<file path="src/rtl/prog_seq_pkg.sv">
package prog_seq_pkg;

    typedef enum logic [1:0] {
        TGT_MAIN = 2'd0,
        TGT_KEY  = 2'd1,
        TGT_LOCK = 2'd2,
        TGT_NONE = 2'd3
    } target_e;

    typedef enum logic [2:0] {
        PH_IDLE,
        PH_SETUP,
        PH_RAMP,
        PH_PULSE,
        PH_GAP,
        PH_HOLD,
        PH_DONE
    } phase_e;

    typedef struct packed {
        logic lock;
        logic key;
        logic main;
    } mode_t;

    function automatic int max_of4(input int a, input int b, input int c, input int d);
        int m;
        m = a;
        if (b > m) m = b;
        if (c > m) m = c;
        if (d > m) m = d;
        return m;
    endfunction

endpackage

</file>
<file path="src/rtl/prog_cycle_timer.sv">
module prog_cycle_timer #(
    parameter int CNT_W = 8
) (
    input  logic             clk,
    input  logic             rst,
    input  logic             clr,
    output logic [CNT_W-1:0] cnt
);
    always_ff @(posedge clk) begin
        if (rst || clr) cnt <= '0;
        else            cnt <= cnt + 1'b1;
    end
endmodule

</file>
<file path="src/rtl/prog_pulse_tally.sv">
module prog_pulse_tally #(
    parameter int CNT_W = 5
) (
    input  logic             clk,
    input  logic             rst,
    input  logic             clr,
    input  logic             inc,
    output logic [CNT_W-1:0] cnt
);
    always_ff @(posedge clk) begin
        if (rst || clr) cnt <= '0;
        else if (inc)   cnt <= cnt + 1'b1;
    end
endmodule

</file>
<file path="src/rtl/prog_target_decode.sv">
module prog_target_decode
    import prog_seq_pkg::*;
#(
    parameter int MAIN_PULSES = 5,
    parameter int KEY_PULSES  = 25,
    parameter int CNT_W       = 5
) (
    input  target_e          tgt,
    output mode_t            mode,
    output logic [CNT_W-1:0] pulses,
    output logic             valid
);
    always_comb begin
        mode   = '0;
        pulses = CNT_W'(KEY_PULSES);
        valid  = 1'b1;
        case (tgt)
            TGT_MAIN: begin mode.main = 1'b1; pulses = CNT_W'(MAIN_PULSES); end
            TGT_KEY:  mode.key  = 1'b1;
            TGT_LOCK: mode.lock = 1'b1;
            default:  valid = 1'b0;
        endcase
    end
endmodule

</file>
<file path="src/rtl/prog_sequencer.sv">
module prog_sequencer
    import prog_seq_pkg::*;
#(
    parameter int ADDR_W      = 14,
    parameter int DATA_W      = 8,
    parameter int SETUP_CYC   = 48,
    parameter int PULSE_CYC   = 16,
    parameter int GAP_CYC     = 48,
    parameter int HOLD_CYC    = 48,
    parameter int MAIN_PULSES = 5,
    parameter int KEY_PULSES  = 25
) (
    input  logic              clk,
    input  logic              rst,
    input  logic              start_i,
    input  logic [1:0]        tgt_i,
    input  logic              lock_inhibit_i,
    input  logic [ADDR_W-1:0] addr_i,
    input  logic [DATA_W-1:0] data_i,
    input  logic              vfy_req_i,
    output logic [ADDR_W-1:0] addr_o,
    output logic [DATA_W-1:0] data_o,
    output logic [2:0]        mode_o,
    output logic              vpp_en_o,
    output logic              prog_n_o,
    output logic              vfy_rd_n_o,
    output logic              busy_o,
    output logic              done_o,
    output logic              refused_o
);
    localparam int LIM_MAX = max_of4(SETUP_CYC, PULSE_CYC, GAP_CYC, HOLD_CYC);
    localparam int TIM_W   = $clog2(LIM_MAX + 1);
    localparam int PMAX    = (KEY_PULSES > MAIN_PULSES) ? KEY_PULSES : MAIN_PULSES;
    localparam int TAL_W   = $clog2(PMAX + 1);

    phase_e             phase, phase_nx;
    logic [TIM_W-1:0]   tcnt;
    logic [TAL_W-1:0]   pcnt, need_q, need_dec;
    mode_t              mode_q, mode_dec;
    logic               tgt_ok;
    logic [ADDR_W-1:0]  addr_q;
    logic [DATA_W-1:0]  data_q;
    logic               refused_q, rd_n_q;
    int                 lim;
    logic               tick, last_pulse, idle, accept, refuse;

    prog_target_decode #(
        .MAIN_PULSES(MAIN_PULSES), .KEY_PULSES(KEY_PULSES), .CNT_W(TAL_W)
    ) u_dec (
        .tgt(target_e'(tgt_i)), .mode(mode_dec), .pulses(need_dec), .valid(tgt_ok)
    );

    prog_cycle_timer #(.CNT_W(TIM_W)) u_timer (
        .clk(clk), .rst(rst), .clr((phase_nx != phase) || idle), .cnt(tcnt)
    );

    prog_pulse_tally #(.CNT_W(TAL_W)) u_tally (
        .clk(clk), .rst(rst), .clr(idle), .inc((phase == PH_PULSE) && tick), .cnt(pcnt)
    );

    assign idle       = (phase == PH_IDLE);
    assign accept     = idle && start_i && tgt_ok && !lock_inhibit_i;
    assign refuse     = idle && start_i && (!tgt_ok || lock_inhibit_i);
    assign tick       = (tcnt == TIM_W'(lim - 1));
    assign last_pulse = (pcnt == need_q - 1'b1);

    always_comb begin
        case (phase)
            PH_SETUP, PH_RAMP: lim = SETUP_CYC;
            PH_PULSE:          lim = PULSE_CYC;
            PH_GAP:            lim = GAP_CYC;
            PH_HOLD:           lim = HOLD_CYC;
            default:           lim = 1;
        endcase
    end

    always_comb begin
        phase_nx = phase;
        case (phase)
            PH_IDLE:  if (accept) phase_nx = PH_SETUP;
            PH_SETUP: if (tick) phase_nx = PH_RAMP;
            PH_RAMP:  if (tick) phase_nx = PH_PULSE;
            PH_PULSE: if (tick) phase_nx = last_pulse ? PH_HOLD : PH_GAP;
            PH_GAP:   if (tick) phase_nx = PH_PULSE;
            PH_HOLD:  if (tick) phase_nx = PH_DONE;
            default:  phase_nx = PH_IDLE;
        endcase
    end

    always_ff @(posedge clk) begin
        if (rst) begin
            phase     <= PH_IDLE;
            addr_q    <= '0;
            data_q    <= '0;
            need_q    <= '0;
            mode_q    <= '0;
            refused_q <= 1'b0;
            rd_n_q    <= 1'b1;
        end else begin
            phase     <= phase_nx;
            refused_q <= refuse;
            rd_n_q    <= !(idle && vfy_req_i && !start_i);
            if (accept) begin
                addr_q <= addr_i;
                data_q <= data_i;
                need_q <= need_dec;
                mode_q <= mode_dec;
            end else if (idle && vfy_req_i && !start_i) begin
                addr_q <= addr_i;
            end
        end
    end

    assign addr_o     = addr_q;
    assign data_o     = data_q;
    assign busy_o     = !idle;
    assign mode_o     = idle ? 3'b000 : mode_q;
    assign vpp_en_o   = (phase == PH_RAMP) || (phase == PH_PULSE) ||
                        (phase == PH_GAP)  || (phase == PH_HOLD);
    assign prog_n_o   = (phase != PH_PULSE);
    assign done_o     = (phase == PH_DONE);
    assign refused_o  = refused_q;
    assign vfy_rd_n_o = rd_n_q;
endmodule

</file>
<file path="config.mk">
export PLATFORM = sky130hd
export DESIGN_NAME = prog_sequencer
export DESIGN_NICKNAME = d
export VERILOG_FILES = /design/src/rtl/prog_seq_pkg.sv /design/src/rtl/prog_cycle_timer.sv /design/src/rtl/prog_pulse_tally.sv /design/src/rtl/prog_target_decode.sv /design/src/rtl/prog_sequencer.sv
export SDC_FILE = /design/constraint.sdc
export NUM_CORES = 1
export LEC_CHECK = 0
export ABC_AREA = 1
export BUFFER_PORTS_ARGS = -buffer_cell sky130_fd_sc_hd__buf_4
export CELL_PAD_IN_SITES_DETAIL_PLACEMENT = 2
export CELL_PAD_IN_SITES_GLOBAL_PLACEMENT = 2
export CORE_ASPECT_RATIO = 0.9
export CORE_MARGIN = 4
export CORE_UTILIZATION = 24
export DETAILED_ROUTE_END_ITERATION = 8
export PLACE_DENSITY = 0.83
export SLEW_MARGIN = 5
export SYNTH_ARGS = -nofsm -noshare
export SYNTH_HDL_FRONTEND = slang
export SYNTH_SLANG_ARGS = --single-unit
export TNS_END_PERCENT = 50
</file>
<file path="constraint.sdc">
create_clock -name clk -period 1.4 [get_ports clk]
set_input_delay 0.07 -clock clk [delete_from_list [all_inputs] [get_ports clk]]
set_output_delay 0.07 -clock clk [all_outputs]
set_load 0.01 [all_outputs]
</file>
Yosys cells after proc, flatten, opt, wreduce, memory -nomap -nowiden
Index checks and enable logic that the tools add are counted.
{"block": "classes", "add_sub_neg": 4, "n_eq_ne": 12, "n_mux": 16, "reduce_logical": 25}
{"operator": "$mux 14", "n": 2}
{"operator": "$mux 3", "n": 6}
{"operator": "$pmux 3 s5", "n": 1}
{"operator": "$pmux 6 s2", "n": 1}
{"operator": "$eq 3x3->1 const B", "n": 3}
{"operator": "$logic_and 1x1->1", "n": 7}
{"operator": "$logic_or 1x1->1", "n": 7}
{"operator": "$add 6x1->6 const B", "n": 1}
{"operator": "$eq 3x2->1 const B", "n": 2}
{"operator": "$eq 6x6->1", "n": 1}
{"operator": "$sub 6x2->6 const B", "n": 1}
{"operator": "$add 5x1->5 const B", "n": 1}
{"operator": "$eq 5x5->1", "n": 1}
{"operator": "$logic_not 1->1", "n": 5}
{"operator": "$mux 1", "n": 5}
{"operator": "$mux 5", "n": 1}
{"operator": "$sub 5x1->5 const B", "n": 1}
{"operator": "$reduce_or 4->1", "n": 1}
{"operator": "$eq 3x1->1 const B", "n": 1}
{"operator": "$logic_not 3->1", "n": 1}
{"operator": "$ne 3x2->1 const B", "n": 1}
{"operator": "$ne 3x3->1", "n": 1}
{"operator": "$reduce_or 3->1", "n": 1}
{"operator": "$eq 2x1->1 const B", "n": 1}
{"operator": "4 further kinds", "n": 4}
{"block": "word_totals", "out_inout_bits": 31, "ff_bits": 46, "elab_cells": 68, "inputBits": 29}

Longest topological paths before layout
Gate-level depths: netlist (run 1).
{"block": "logic_depth", "word_depth": 10, "depth_mapped": 15, "ltp_nobuf": 15}

Cells and area by module
From an unflattened synthesis (run 1), not the netlist that was laid out.
{"block": "hier_totals", "hier_cells": 328, "area_unflattened_um2": 2239.6}
{"module": "prog_sequencer", "n_inst": 1, "cells_per_inst": 254, "area_per_inst_um2": 1709.1, "seq_area_each_um2": 700.7}
{"module": "prog_cycle_timer", "n_inst": 1, "cells_per_inst": 32, "area_per_inst_um2": 255.2, "seq_area_each_um2": 120.1}
{"module": "prog_pulse_tally", "n_inst": 1, "cells_per_inst": 29, "area_per_inst_um2": 211.5, "seq_area_each_um2": 100.1}
{"module": "prog_target_decode", "n_inst": 1, "cells_per_inst": 13, "area_per_inst_um2": 63.8, "seq_area_each_um2": 0.0}

Worst setup path before layout (run 1)
OpenSTA, ideal clock, no wires.
{"block": "synth_path", "kind": "reg2reg", "startpoint": "reg phase[1]", "endpoint": "reg addr_q[0], in the netlist addr_o[0]", "period_less_slack_ps": 1598, "stages_incl_launch_ff": 13, "t_arrival_ps": 1482, "setup_time_ps": 116, "setup_slack_ps": -198, "n_path_buf": 2, "required_time_ps": 1284, "path_cell_list": "dfxtp_1 buf_6 nor2_2 inv_2 nor2_4 inv_2 nor2_2 nand2_2 inv_4 nor2_4 clkbuf_2 o21ai_0 nor2_1"}
{"block": "synth_between", "elab_chain_cells": 5, "word_cells_on_any_way": 8, "classes_between": "mux (1); reduce/logical (7)"}
{"element": "from (decl)", "line": "prog_sequencer.sv:36", "text": "phase_e phase, phase_nx;"}
{"element": "from (signal assigned)", "line": "prog_sequencer.sv:100", "text": "phase <= phase_nx;"}
{"element": "$logic_not 3->1 (*)", "line": "prog_sequencer.sv:61", "text": "assign idle = (phase == PH_IDLE);"}
{"element": "$logic_and 1x1->1 (3 in series)", "line": "prog_sequencer.sv:62", "text": "assign accept = idle && start_i && tgt_ok && !lock_inhibit_i;"}
{"element": "$mux 14 or $reduce_bool 2->1 (tied branches)"}
{"element": "to (signal assigned)", "line": "prog_sequencer.sv:104", "text": "addr_q <= addr_i;"}
{"element": "to (signal assigned)", "line": "prog_sequencer.sv:109", "text": "addr_q <= addr_i;"}
{"element": "to (decl)", "line": "prog_sequencer.sv:41", "text": "logic [ADDR_W-1:0] addr_q;"}
Mark *: on every way between the ends. The rest lies on a longest branch, timed or not.
A chain may end at the register's enable or synchronous reset.

Final worst setup path (run 1)
{"block": "layout_path", "startpoint": "reg phase[0]", "endpoint": "reg phase[0]"}
{"block": "layout_between", "elab_chain_cells": 7, "word_cells_on_any_way": 20, "classes_between": "add/sub (1); eq/ne (6); mux (7); reduce/logical (6)"}
{"element": "$eq 3x2->1, or another cell as far along", "line": "prog_sequencer.sv:68, prog_sequencer.sv:79"}
{"element": "$reduce_or 4->1 (no source line)"}
{"element": "$pmux 6 s2", "line": "prog_sequencer.sv:68", "text": "case (phase)"}
{"element": "$sub 6x2->6", "line": "prog_sequencer.sv:64", "text": "assign tick = (tcnt == TIM_W'(lim - 1));"}
{"element": "$eq 6x6->1", "line": "prog_sequencer.sv:64"}
{"element": "$mux 3, on equally long branches"}
{"element": "$pmux 3 s5 (*)", "line": "prog_sequencer.sv:79", "text": "case (phase)"}
Marked as above.

==> impl_metrics.json, run 1 <==
{
  "rows": 30,
  "finalSetupViolCount": 48,
  "clkPwrFrac_pct": 24.5,
  "wl_per_cell_um": 21.6,
  "synthToLayoutAreaGrowth_pct": 74.2,
  "worst_ir_drop_vdd_mv": 0.740,
  "timing.hold.ws_ns": -0.0105,
  "power_frac_comb_pct": 35.9,
  "ff2ff_path_depth": 11,
  "io_pins": 60,
  "placed_cells": 455,
  "critPathCaptureType": "flop",
  "worstPathMaxFanout": 4,
  "layout.cells.non_filler": 481,
  "syn_area_um2": 1950,
  "status": "complete, but fails checks",
  "path_class": "flop to flop",
  "via_per_inst": 4.81,
  "maxCapViolCount": 0,
  "worstPathArrival_ns": 2.03,
  "yosys_warnings": 0,
  "endpoint": "phase[0]$_SDFF_PP0_",
  "avgSynthCellArea_um2": 7.31,
  "violations": "negative hold slack, negative setup slack",
  "io_buffers": 59,
  "drtIter0Drc": 42,
  "final_cell_area_um2": 3390,
  "syn_inst": 266,
  "grt_max_degree": 24,
  "nets": 417,
  "dpl.hpwl_mm": 5.90,
  "cts_root_buf": "clkbuf_8",
  "firstDrtPassIters": 4,
  "grt_pass1_wl_mm": 14.7,
  "cts.path.max_buffers": 2,
  "initial_utilization_pct": 25.2,
  "postRouteAntennaNets": 0,
  "worstSkewPairLatency_ns": 0.31,
  "power_mw": 3.51,
  "setup.worst_path.start": "phase[0]$_SDFF_PP0_",
  "ys_types": 30,
  "fmax_mhz": 564,
  "power_switching_mw": 1.23,
  "drive_above_1_share_pct": 53.5,
  "slew_violations": 0,
  "powerDensity_nw_per_um2": 1030,
  "cts_tree": "yes",
  "clk_pin_slew_worst_paths_ns": 0.09,
  "synth_seq_cells": 43,
  "grt_pass1_vias": 2597,
  "die-height_um": 93.4,
  "syn-num-nets": 298,
  "fp.coreArea_um2": 7730,
  "cts.sinks": 43,
  "rsz0062_at_grt": "true",
  "finalCritPeriodShare_pct": 127,
  "finalHoldViolCount": 3,
  "antenna_found_initial": 0,
  "placed_cell_area_um2": 2790,
  "power_leakage_nw": 1.54,
  "p_int_mw": 2.28,
  "start_kind": "flop",
  "drc": 0,
  "fin_util_pct": 43.8,
  "timing.rr.start": "phase[0]$_SDFF_PP0_",
  "gr-usage-all-layers_pct": 20.5,
  "cts_made_buffers": 5,
  "sw_frac_of_total_pct": 35.0,
  "maxSlewHeadroom_pct": 72.4,
  "die_w_um": 103,
  "routabilityCongestion": 0.825,
  "min_period_ns": 1.77,
  "reg2reg_slack_ns": -0.37,
  "whs_path_depth": 3,
  "finClkSkew_ns": 0.0124,
  "timing.final.ws_setup_ns": -0.373,
  "antennaDiodeCount": 0,
  "wl_mm": 10.4,
  "die-area_um2": 9610,
  "hold_class": "primary input to flop",
  "worstMarginPinSlew_ns": 0.414,
  "fill_cells": 889,
  "yosysSeqAreaShare_pct": 44.2,
  "worstReg2RegEnd": "phase[0]$_SDFF_PP0_",
  "gr-total-overflow": 0,
  "h-tree-depth": 2,
  "vias": 2316,
  "p_seq_share_pct": 39.6,
  "cp.required_ns": 1.65
}
==> worst max-delay path, cell delays in order, from the launching register on <==
cell and delay (ns):
dfxtp_4 0.37, nor2_4 0.16, nand2_4 0.10, o211ai_1 0.16, buf_4 0.18, buf_4 0.10, buf_4 0.09, buf_4 0.10
nand3_2 0.08, buf_4 0.15, buf_4 0.13, a21oi_2 0.09
==> cell type report <==
| class | count | area, um^2 | area share (%) |
|---|---|---|---|
| inverters | 27 | 124 | 3.65 |
| repair buffers | 118 | 962 | 28.4 |
| repair inverters | 1 | 6.26 | 0.185 |
| clock buffers | 6 | 82.6 | 2.44 |
| well taps | 96 | 120 | 3.54 |
| multi-input cells | 189 | 1210 | 35.8 |
| clock inverters | 1 | 5.00 | 0.148 |
| flip-flops and latches | 43 | 877 | 25.9 |
==> registers in the layout, summed over array words and instances (netlist names) <==
register / count
u_tally.cnt: 5
phase: 3
vfy_rd_n_o: 1
need_q: 3
refused_o: 1
addr_o: 14
data_o: 8
u_timer.cnt: 6
mode_q: 2
==> per-layer routing <==
layer	wire length, um	vias to the layer above	part of all wire [%]	track usage [%]
li1	-	1084	-	-
met1	3790	1134	36	21.8
met2	5760	66	55	39.0
met3	383	32	3.7	3.65
met4	478	0	4.6	7.98
met5	0	-	0	0
==> what timing repair did <==
item                                   4_1_cts  5_1_grt
setup endpoints to repair                   47       48
buffers inserted                            11        4
gates cloned                                 2        0
gates resized for setup                     72       39
hold buffers                                 3        1
endpoints found under the hold margin        3        1
pin swaps                                   29       18
==> cells in the mapped netlist (all sizes together) <==
library cell | count | area (um^2)
a211oi | 3 | 22.5
xor2 | 5 | 43.8
nor4 | 1 | 6.26
buf | 2 | 22.5
nand3 | 13 | 87.6
and3 | 2 | 13.8
ha | 3 | 37.5
inv | 27 | 104
a21oi | 9 | 45.0
nor3 | 4 | 20.0
nand2 | 35 | 136
o21a | 1 | 7.51
nand4 | 1 | 6.26
nor2 | 82 | 345
o221ai | 1 | 8.76
o21ai | 25 | 125
xnor2 | 2 | 17.5
dfxtp | 43 | 861
a22oi | 1 | 7.51
clkbuf | 5 | 20.0
o211ai | 1 | 7.51
==> cell usage in the layout (no fill, tap or decap), types with 5 or more instances in the layout <==
cell type  Yosys  routed
nor2_4         4       8
nand2_1       33      27
clkbuf_8       0       6
o21ai_2        0      12
buf_4          0     102
nor2_2         3      19
inv_1         19      17
nand3_1       10       8
dfxtp_1       43      38
nor2_1        75      55
o21ai_1        0       9
buf_6          2       9
nand2_2        2       5
==> how the worst min path moves through the flow <==
stage               startpoint                      end  slack [ns]
finish              addr_i[10]  addr_o[10]$_SDFFE_PP0P_       -0.01
global route         addr_i[6]   addr_o[6]$_SDFFE_PP0P_      -0.002
CTS                  addr_i[6]   addr_o[6]$_SDFFE_PP0P_       0.007
detailed placement   addr_i[8]   addr_o[8]$_SDFFE_PP0P_        0.31
global placement     addr_i[9]   addr_o[9]$_SDFFE_PP0P_        0.30
floorplan            addr_i[0]   addr_o[0]$_SDFFE_PP0P_        0.22
==> power by group through the flow <==
stage,sequential (mW),clock (mW),combinational (mW)
floorplan,1.43,0,0.403
global placement,1.39,0,0.825
detailed placement,1.40,0,0.885
CTS,1.38,0.853,1.12
global route,1.40,0.951,1.35
finish,1.39,0.859,1.26
==> logic make-up after synthesis <==
group	after synthesis	share of synthesized area, %
DFF	43	44.2
adders and majority gates	3	1.93
xor gates and xnor gates	7	3.15
and+or+nand+nor	138	31.6
buffers and inverters	34	7.52
AOI/OAI and AO/OA	41	11.5
==> metrics by stage <==
| step | setup WS, ns | TNS, ns |
|---|---|---|
| CTS | -0.307 | -9.76 |
| global route | -0.468 | -18.17 |
| global placement | -0.259 | -5.61 |
| finish | -0.373 | -13.81 |
| detailed placement | -0.393 | -10.23 |
| floorplan | -0.167 | -3.18 |
(Power assumes the default switching activity.)
==> run 2, diff against run 1 <==
--- a/config.mk
+++ b/config.mk
@@ -6,13 +6,14 @@
 export NUM_CORES = 1
 export LEC_CHECK = 0
 export ABC_AREA = 1
-export BUFFER_PORTS_ARGS = -buffer_cell sky130_fd_sc_hd__buf_4
+export ABC_CLOCK_PERIOD_IN_PS = 1400
 export CELL_PAD_IN_SITES_DETAIL_PLACEMENT = 2
 export CELL_PAD_IN_SITES_GLOBAL_PLACEMENT = 2
 export CORE_ASPECT_RATIO = 0.9
 export CORE_MARGIN = 4
-export CORE_UTILIZATION = 24
+export CORE_UTILIZATION = 30
 export DETAILED_ROUTE_END_ITERATION = 8
+export DONT_BUFFER_PORTS = 1
 export PLACE_DENSITY = 0.83
 export SLEW_MARGIN = 5
 export SYNTH_ARGS = -nofsm -noshare
==> run 2 against run 1 <==
  * The run ends with negative setup slack left
  * Utilization grew 10 points
  * Count of clock-buffer cells in the layout unchanged
  * Via count rose by 1.0%
  * Final cell count fell by 7.5%
  * Design area is 0.89% lower
  * Clock power up 2.4%
  * Critical path type unchanged
  * Largest power group unchanged
==> impl_metrics.json, run 2 (synthesis gave the netlist of run 1 again) <==
{
  "violations": "negative setup slack",
  "slew_violations": 0,
  "wl_mm": 12.4,
  "vias": 2340,
  "antennaDiodeCount": 0,
  "antenna_found_initial": 0,
  "io_pins": 60,
  "mostFrequentLayoutCells": "nor2_1, buf_4, dfxtp_1",
  "initial_utilization_pct": 31.3,
  "min_period_ns": 2.02,
  "hold_class": "primary input to flop",
  "routabilityCongestion": 0.833,
  "maxCapViolCount": 0,
  "largest_register_ffs": 14,
  "reg2reg_slack_ns": -0.62,
  "grt_max_degree": 15,
  "status": "complete, but fails checks",
  "power_leakage_nw": 1.39,
  "postRouteAntennaNets": 0,
  "power_mw": 3.54,
  "timing.final.ws_setup_ns": -0.616,
  "cts_root_buf": "clkbuf_8",
  "cts_tree": "yes",
  "dpl.hpwl_mm": 5.30,
  "path_class": "flop to flop",
  "drive_above_1_share_pct": 48.9,
  "cts.sinks": 43,
  "drtIter0Drc": 123,
  "start_kind": "flop",
  "whs_path_depth": 3,
  "wl_per_cell_um": 27.8,
  "grt_pass1_wl_mm": 15.8,
  "finalCritPeriodShare_pct": 144,
  "ff2ff_path_depth": 11,
  "maxSlewHeadroom_pct": 57.4,
  "timing.rr.start": "phase[1]$_SDFF_PP0_",
  "finalSetupViolCount": 45,
  "cts_made_buffers": 5,
  "rsz0062_at_grt": "true",
  "worstReg2RegEnd": "u_timer.cnt[3]$_SDFF_PP0_",
  "fill_cells": 665,
  "firstDrtPassIters": 4,
  "die_w_um": 92.9,
  "finClkSkew_ns": 0.0262,
  "worstSkewPairLatency_ns": 0.34,
  "fp.coreArea_um2": 6220,
  "worstPathMaxFanout": 6,
  "fmax_mhz": 496,
  "die-area_um2": 7840,
  "finalHoldViolCount": 0,
  "powerDensity_nw_per_um2": 1050,
  "die-height_um": 84.4,
  "min_from": "rst",
  "worstPathArrival_ns": 2.26,
  "drc": 0,
  "gr-total-overflow": 0,
  "critPathCaptureType": "flop",
  "rows": 27,
  "gr-usage-all-layers_pct": 26.8,
  "final_common_cell": "nor2_1",
  "via_per_inst": 5.26,
  "grt_pass1_vias": 2733,
  "cp.required_ns": 1.65,
  "nets": 389,
  "io_buffers": 0,
  "synthToLayoutAreaGrowth_pct": 72.7,
  "min_to": "vfy_rd_n_o$_SDFF_PP1_",
  "timing.hold.ws_ns": 0.0803,
  "worstMarginPinSlew_ns": 0.636,
  "worst_ir_drop_vdd_mv": 0.785,
  "clk_pin_slew_worst_paths_ns": 0.09,
  "cts.path.max_buffers": 2,
  "h-tree-depth": 2
}
## run 2: changes by cell type in the layout (fill, tap and decap cells not counted), sizes merged
cell	previous run	this run
dlygate4sd3	4	27
buf	114	64
inv	28	27
clkinvlp	0	1
## run 2: metal layers
layer / GRT usage, % / part of all wire [%] / vias up
met5: 0 / 0 / -
met1: 29.5 / 39 / 1184
li1: - / - / 1030
met2: 49.2 / 51 / 87
met4: 11.1 / 5.1 / 0
met3: 5.91 / 4.8 / 39
## run 2: metrics by stage
stage               TNS, ns  instance area, um^2  cells  util (%)  worst slack, ns
floorplan             -3.18                 1960    266         -           -0.167
global placement      -4.38                 2340    387      37.6           -0.258
detailed placement    -9.19                 2340    387      37.6           -0.537
CTS                   -6.68                 3080    440      49.6           -0.362
global route         -16.40                 3360    445      54.0           -0.702
finish               -12.90                 3360    445      54.0           -0.616
## run 2: final cells by class
class	count	area [um^2]	share of cell area (%)
sequential	43	875	26.0
clock buffer	6	72.6	2.16
inverter	27	119	3.54
clock inverter	2	12.5	0.372
multi-input combinational	189	1350	40.3
timing repair buffer	91	820	24.4
tap	87	109	3.24
## run 2: power by group
group	internal (mW)	switching [mW]
Combinational	0.497	0.720
Clock	0.351	0.529
Sequential	1.32	0.128
Total	2.16	1.38
## run 2: repair_timing
item,4_1_cts,5_1_grt
setup endpoints to repair,42,47
setup buffers,17,5
pin swaps,27,25
endpoints found under the hold margin,31,0
gates cloned,1,0
hold buffers,27,0
resized for setup,79,63
## run 2: worst max-delay path by stage
| stage | startpoint | end | cells past startpoint |
|---|---|---|---|
| finish | phase[1]$_SDFF_PP0_ | u_timer.cnt[3]$_SDFF_PP0_ | 11 |
| global route | phase[1]$_SDFF_PP0_ | u_timer.cnt[3]$_SDFF_PP0_ | 11 |
| CTS | phase[1]$_SDFF_PP0_ | u_timer.cnt[3]$_SDFF_PP0_ | 12 |
| detailed placement | phase[1]$_SDFF_PP0_ | u_timer.cnt[3]$_SDFF_PP0_ | 12 |
| global placement | phase[1]$_SDFF_PP0_ | u_tally.cnt[3]$_SDFFE_PP0P_ | 10 |
| floorplan | phase[1]$_SDFF_PP0_ | addr_o[0]$_SDFFE_PP0P_ | 12 |
## run 2: worst max-delay path, stage by stage (launching register included)
cell      delay [ns]
dfxtp_4         0.38
buf_12          0.14
o211ai_1        0.32
nand2_2         0.18
buf_6           0.17
nand3_4         0.11
nand2_2         0.08
nand3_4         0.10
nand2_1         0.09
nand2_2         0.10
nand2_4         0.12
nor2_4          0.13
==> run 3, diff against run 2 <==
--- a/config.mk
+++ b/config.mk
@@ -14,9 +14,10 @@
 export CORE_UTILIZATION = 30
 export DETAILED_ROUTE_END_ITERATION = 8
 export DONT_BUFFER_PORTS = 1
-export PLACE_DENSITY = 0.83
+export PLACE_DENSITY = 0.84
 export SLEW_MARGIN = 5
 export SYNTH_ARGS = -nofsm -noshare
 export SYNTH_HDL_FRONTEND = slang
+export SYNTH_HIERARCHICAL = 1
 export SYNTH_SLANG_ARGS = --single-unit
 export TNS_END_PERCENT = 50
==> run 3 against run 2 <==
  * The flow finishes with violations (negative hold slack, negative setup slack)
  * Sequential share of layout area grew 0.39 points
  * Worst setup slack got worse by 0.18 ns
  * Register-to-register slack worse by 0.18 ns
  * Via count rose by 16%
  * Non-clock buffer count down 7
  * Die area up 14%
  * Utilization down 4.6 points
  * Maximum frequency fell by 8.4%
  * Critical path depth rose by 6
  * Final cell count rose by 13%
  * Routed wire length grew 13%
  * Sequential cell count up 3
  * Critical path type unchanged
  * Largest power group unchanged
==> impl_metrics.json, run 3 <==
{
  "p_int_mw": 2.47,
  "timing.hold.ws_ns": -0.190,
  "yosys_warnings": 6,
  "critPathTopFamily": "simple AND/OR/NAND/NOR gates",
  "nets": 440,
  "rsz0062_at_grt": "true",
  "cts_root_buf": "clkbuf_8",
  "worst_ir_drop_vdd_mv": 0.501,
  "yosysTopAreaCell": "dfxtp_1",
  "top_usage_layer": "met2",
  "sw_frac_of_total_pct": 37.8,
  "die_w_um": 99.1,
  "fill_cells": 784,
  "worstPathArrival_ns": 2.44,
  "use_met2_pct": 48.2,
  "synth-edff-count": 0,
  "fmax_mhz": 455,
  "start_kind": "flop",
  "max_stage_delay_ns": 0.37,
  "cp_slowest_cell": "dfxtp_2",
  "io_pins": 60,
  "status": "complete, but fails checks",
  "p_seq_share_pct": 39.2,
  "critPathCaptureType": "flop",
  "slew_violations": 0,
  "timing.final.ws_setup_ns": -0.799,
  "cp_cell_sequence": "inv_2 > ha_4 > nand2_1 > nand2_1 > nand2_1 > nand2_1 > nand2_1 > nor2_2 > nor2_1 > nand2_1 > nand3_2 > nand2_2 > nand2_4 > nand3_4 > nor2_4 > inv_4 > nor2_4",
  "powerDensity_nw_per_um2": 1130,
  "syn_inst": 328,
  "gr-usage-all-layers_pct": 25.4,
  "finalCritPeriodShare_pct": 157,
  "maxCapViolCount": 0,
  "grt_pass1_wl_mm": 17.3,
  "ys_types": 28,
  "firstDrtPassIters": 4,
  "postRouteAntennaNets": 0,
  "maxSlewHeadroom_pct": 63.4,
  "h-tree-depth": 2,
  "synth.area.top_cells": "dfxtp_1, nor2_1, nand2_1",
  "preCtsSetupSlack_ns": -0.580,
  "cp.required_ns": 1.65,
  "power_frac_comb_pct": 33.4,
  "clkPwrFrac_pct": 27.3,
  "yosysTopAreaCellShare_pct": 41.1,
  "largest_register_ffs": 14,
  "cts.path.max_buffers": 2,
  "synth_common_cells": "nor2_1, nand2_1, dfxtp_1",
  "min_period_ns": 2.20,
  "routabilityCongestion": 0.759,
  "die-area_um2": 8910,
  "synthToLayoutAreaGrowth_pct": 57.7,
  "via_per_inst": 5.38,
  "use_met1_pct": 24.3,
  "synth.most_common_cell": "nor2_1",
  "initial_utilization_pct": 31.3,
  "cp_num_buf_inv": 2,
  "grt_max_degree": 35,
  "timing.critical_path.mode_cell": "nand2_1",
  "mostFrequentLayoutCells": "nand2_1, nor2_1, buf_4",
  "yosysSeqAreaShare_pct": 41.1,
  "gr-total-overflow": 0,
  "cts_made_buffers": 5,
  "grt_pass1_vias": 2978,
  "antenna_found_initial": 2,
  "violations": "negative hold slack, negative setup slack",
  "drive_above_1_share_pct": 41.8,
  "fin_util_pct": 49.4,
  "avgSynthCellArea_um2": 6.83,
  "wl_per_cell_um": 27.7,
  "synthArstFlopShare_pct": 0,
  "final_common_cell": "nand2_1",
  "met3_usage_pct": 5.42,
  "cts.sinks": 46,
  "dpl.hpwl_mm": 5.92,
  "vias": 2711,
  "cts_tree": "yes",
  "rows": 29,
  "power_leakage_nw": 1.48,
  "synth_seq_cells": 46,
  "finClkSkew_ns": 0.0111,
  "syn_area_um2": 2240,
  "worstPathMaxFanout": 5,
  "fp.coreArea_um2": 7150,
  "drtIter0Drc": 125,
  "finalSetupViolCount": 51,
  "synth_flop_cell": "dfxtp_1",
  "io_buffers": 0,
  "clk_pin_slew_worst_paths_ns": 0.10,
  "syn-num-nets": 360,
  "power_switching_mw": 1.50,
  "finalHoldViolCount": 7,
  "path_class": "flop to flop",
  "hold_class": "primary input to flop",
  "die-height_um": 90.0,
  "worstSkewPairLatency_ns": 0.32,
  "drc": 0,
  "wl_mm": 13.9,
  "worstMarginPinSlew_ns": 0.549
}
## run 3: final cells by class
class	count	area (um^2)	area share (%)
Tap cell	93	116	3.29
Clock inverter	2	37.5	1.06
Timing Repair inverter	1	11.3	0.319
Inverter	40	174	4.92
Timing Repair Buffer	84	762	21.6
Sequential cell	46	933	26.4
Antenna cell	2	5.00	0.142
Multi-Input combinational cell	230	1420	40.2
Clock buffer	6	72.6	2.05
## run 3: layer usage
layer	wire length, um	vias up
li1	-	1180
met1	4750	1351
met2	7440	115
met3	682	65
met4	1060	0
met5	0	-
## run 3: logic make-up after synthesis
family,share of synthesized area [%]
adder cells (fa/ha/maj),1.68
AO/OA/AOI/OAI,12.3
other,0.335
AND/OR/NAND/NOR,32.8
flip-flops,41.1
XOR/XNOR,0.782
buffers and inverters,10.9
## run 3: timing repair
action / in CTS / in global routing
hold buffers: 22 / 1
pin swaps: 6 / 11
buffers inserted: 6 / 13
gates cloned: 0 / 1
hold endpoints to repair: 31 / 8
resized for setup: 43 / 95
setup endpoints to repair: 50 / 51
## run 3: worst paths after layout
path	startpoint	to	slack [ns]	cells after the start
worst max-delay path	need_q[1]$_SDFFE_PP0P_	u_timer/cnt[0]$_SDFF_PP0_	-0.80	17
worst min-delay path	rst	phase[0]$_SDFF_PP0_	-0.19	1
worst max register to register	need_q[1]$_SDFFE_PP0P_	u_timer/cnt[0]$_SDFF_PP0_	-0.80	17
worst min register to register	mode_q[0]$_SDFFE_PP0P_	mode_q[0]$_SDFFE_PP0P_	0.49	2
## run 3: metrics by stage
step | hold WS [ns] | std cells | TNS, ns | area, um^2 | total power, mW
2_1_floorplan | 0.139 | 328 | -1.57 | 2280 | 1.99
3_3_place_gp | 0.149 | 453 | -6.75 | 2630 | 2.20
3_5_place_dp | 0.151 | 453 | -11.95 | 2630 | 2.28
4_1_cts | -0.189 | 489 | -13.21 | 3120 | 3.47
5_1_grt | -0.201 | 504 | -26.84 | 3530 | 4.08
6_report | -0.190 | 504 | -24.47 | 3530 | 3.97
## run 3: power groups by stage
| stage | combinational, mW | sequential [mW] | clock, mW |
|---|---|---|---|
| CTS | 0.884 | 1.53 | 1.05 |
| floorplan | 0.467 | 1.53 | 0 |
| finish | 1.33 | 1.56 | 1.09 |
| global route | 1.39 | 1.57 | 1.12 |
| detailed placement | 0.720 | 1.56 | 0 |
| global placement | 0.653 | 1.55 | 0 |
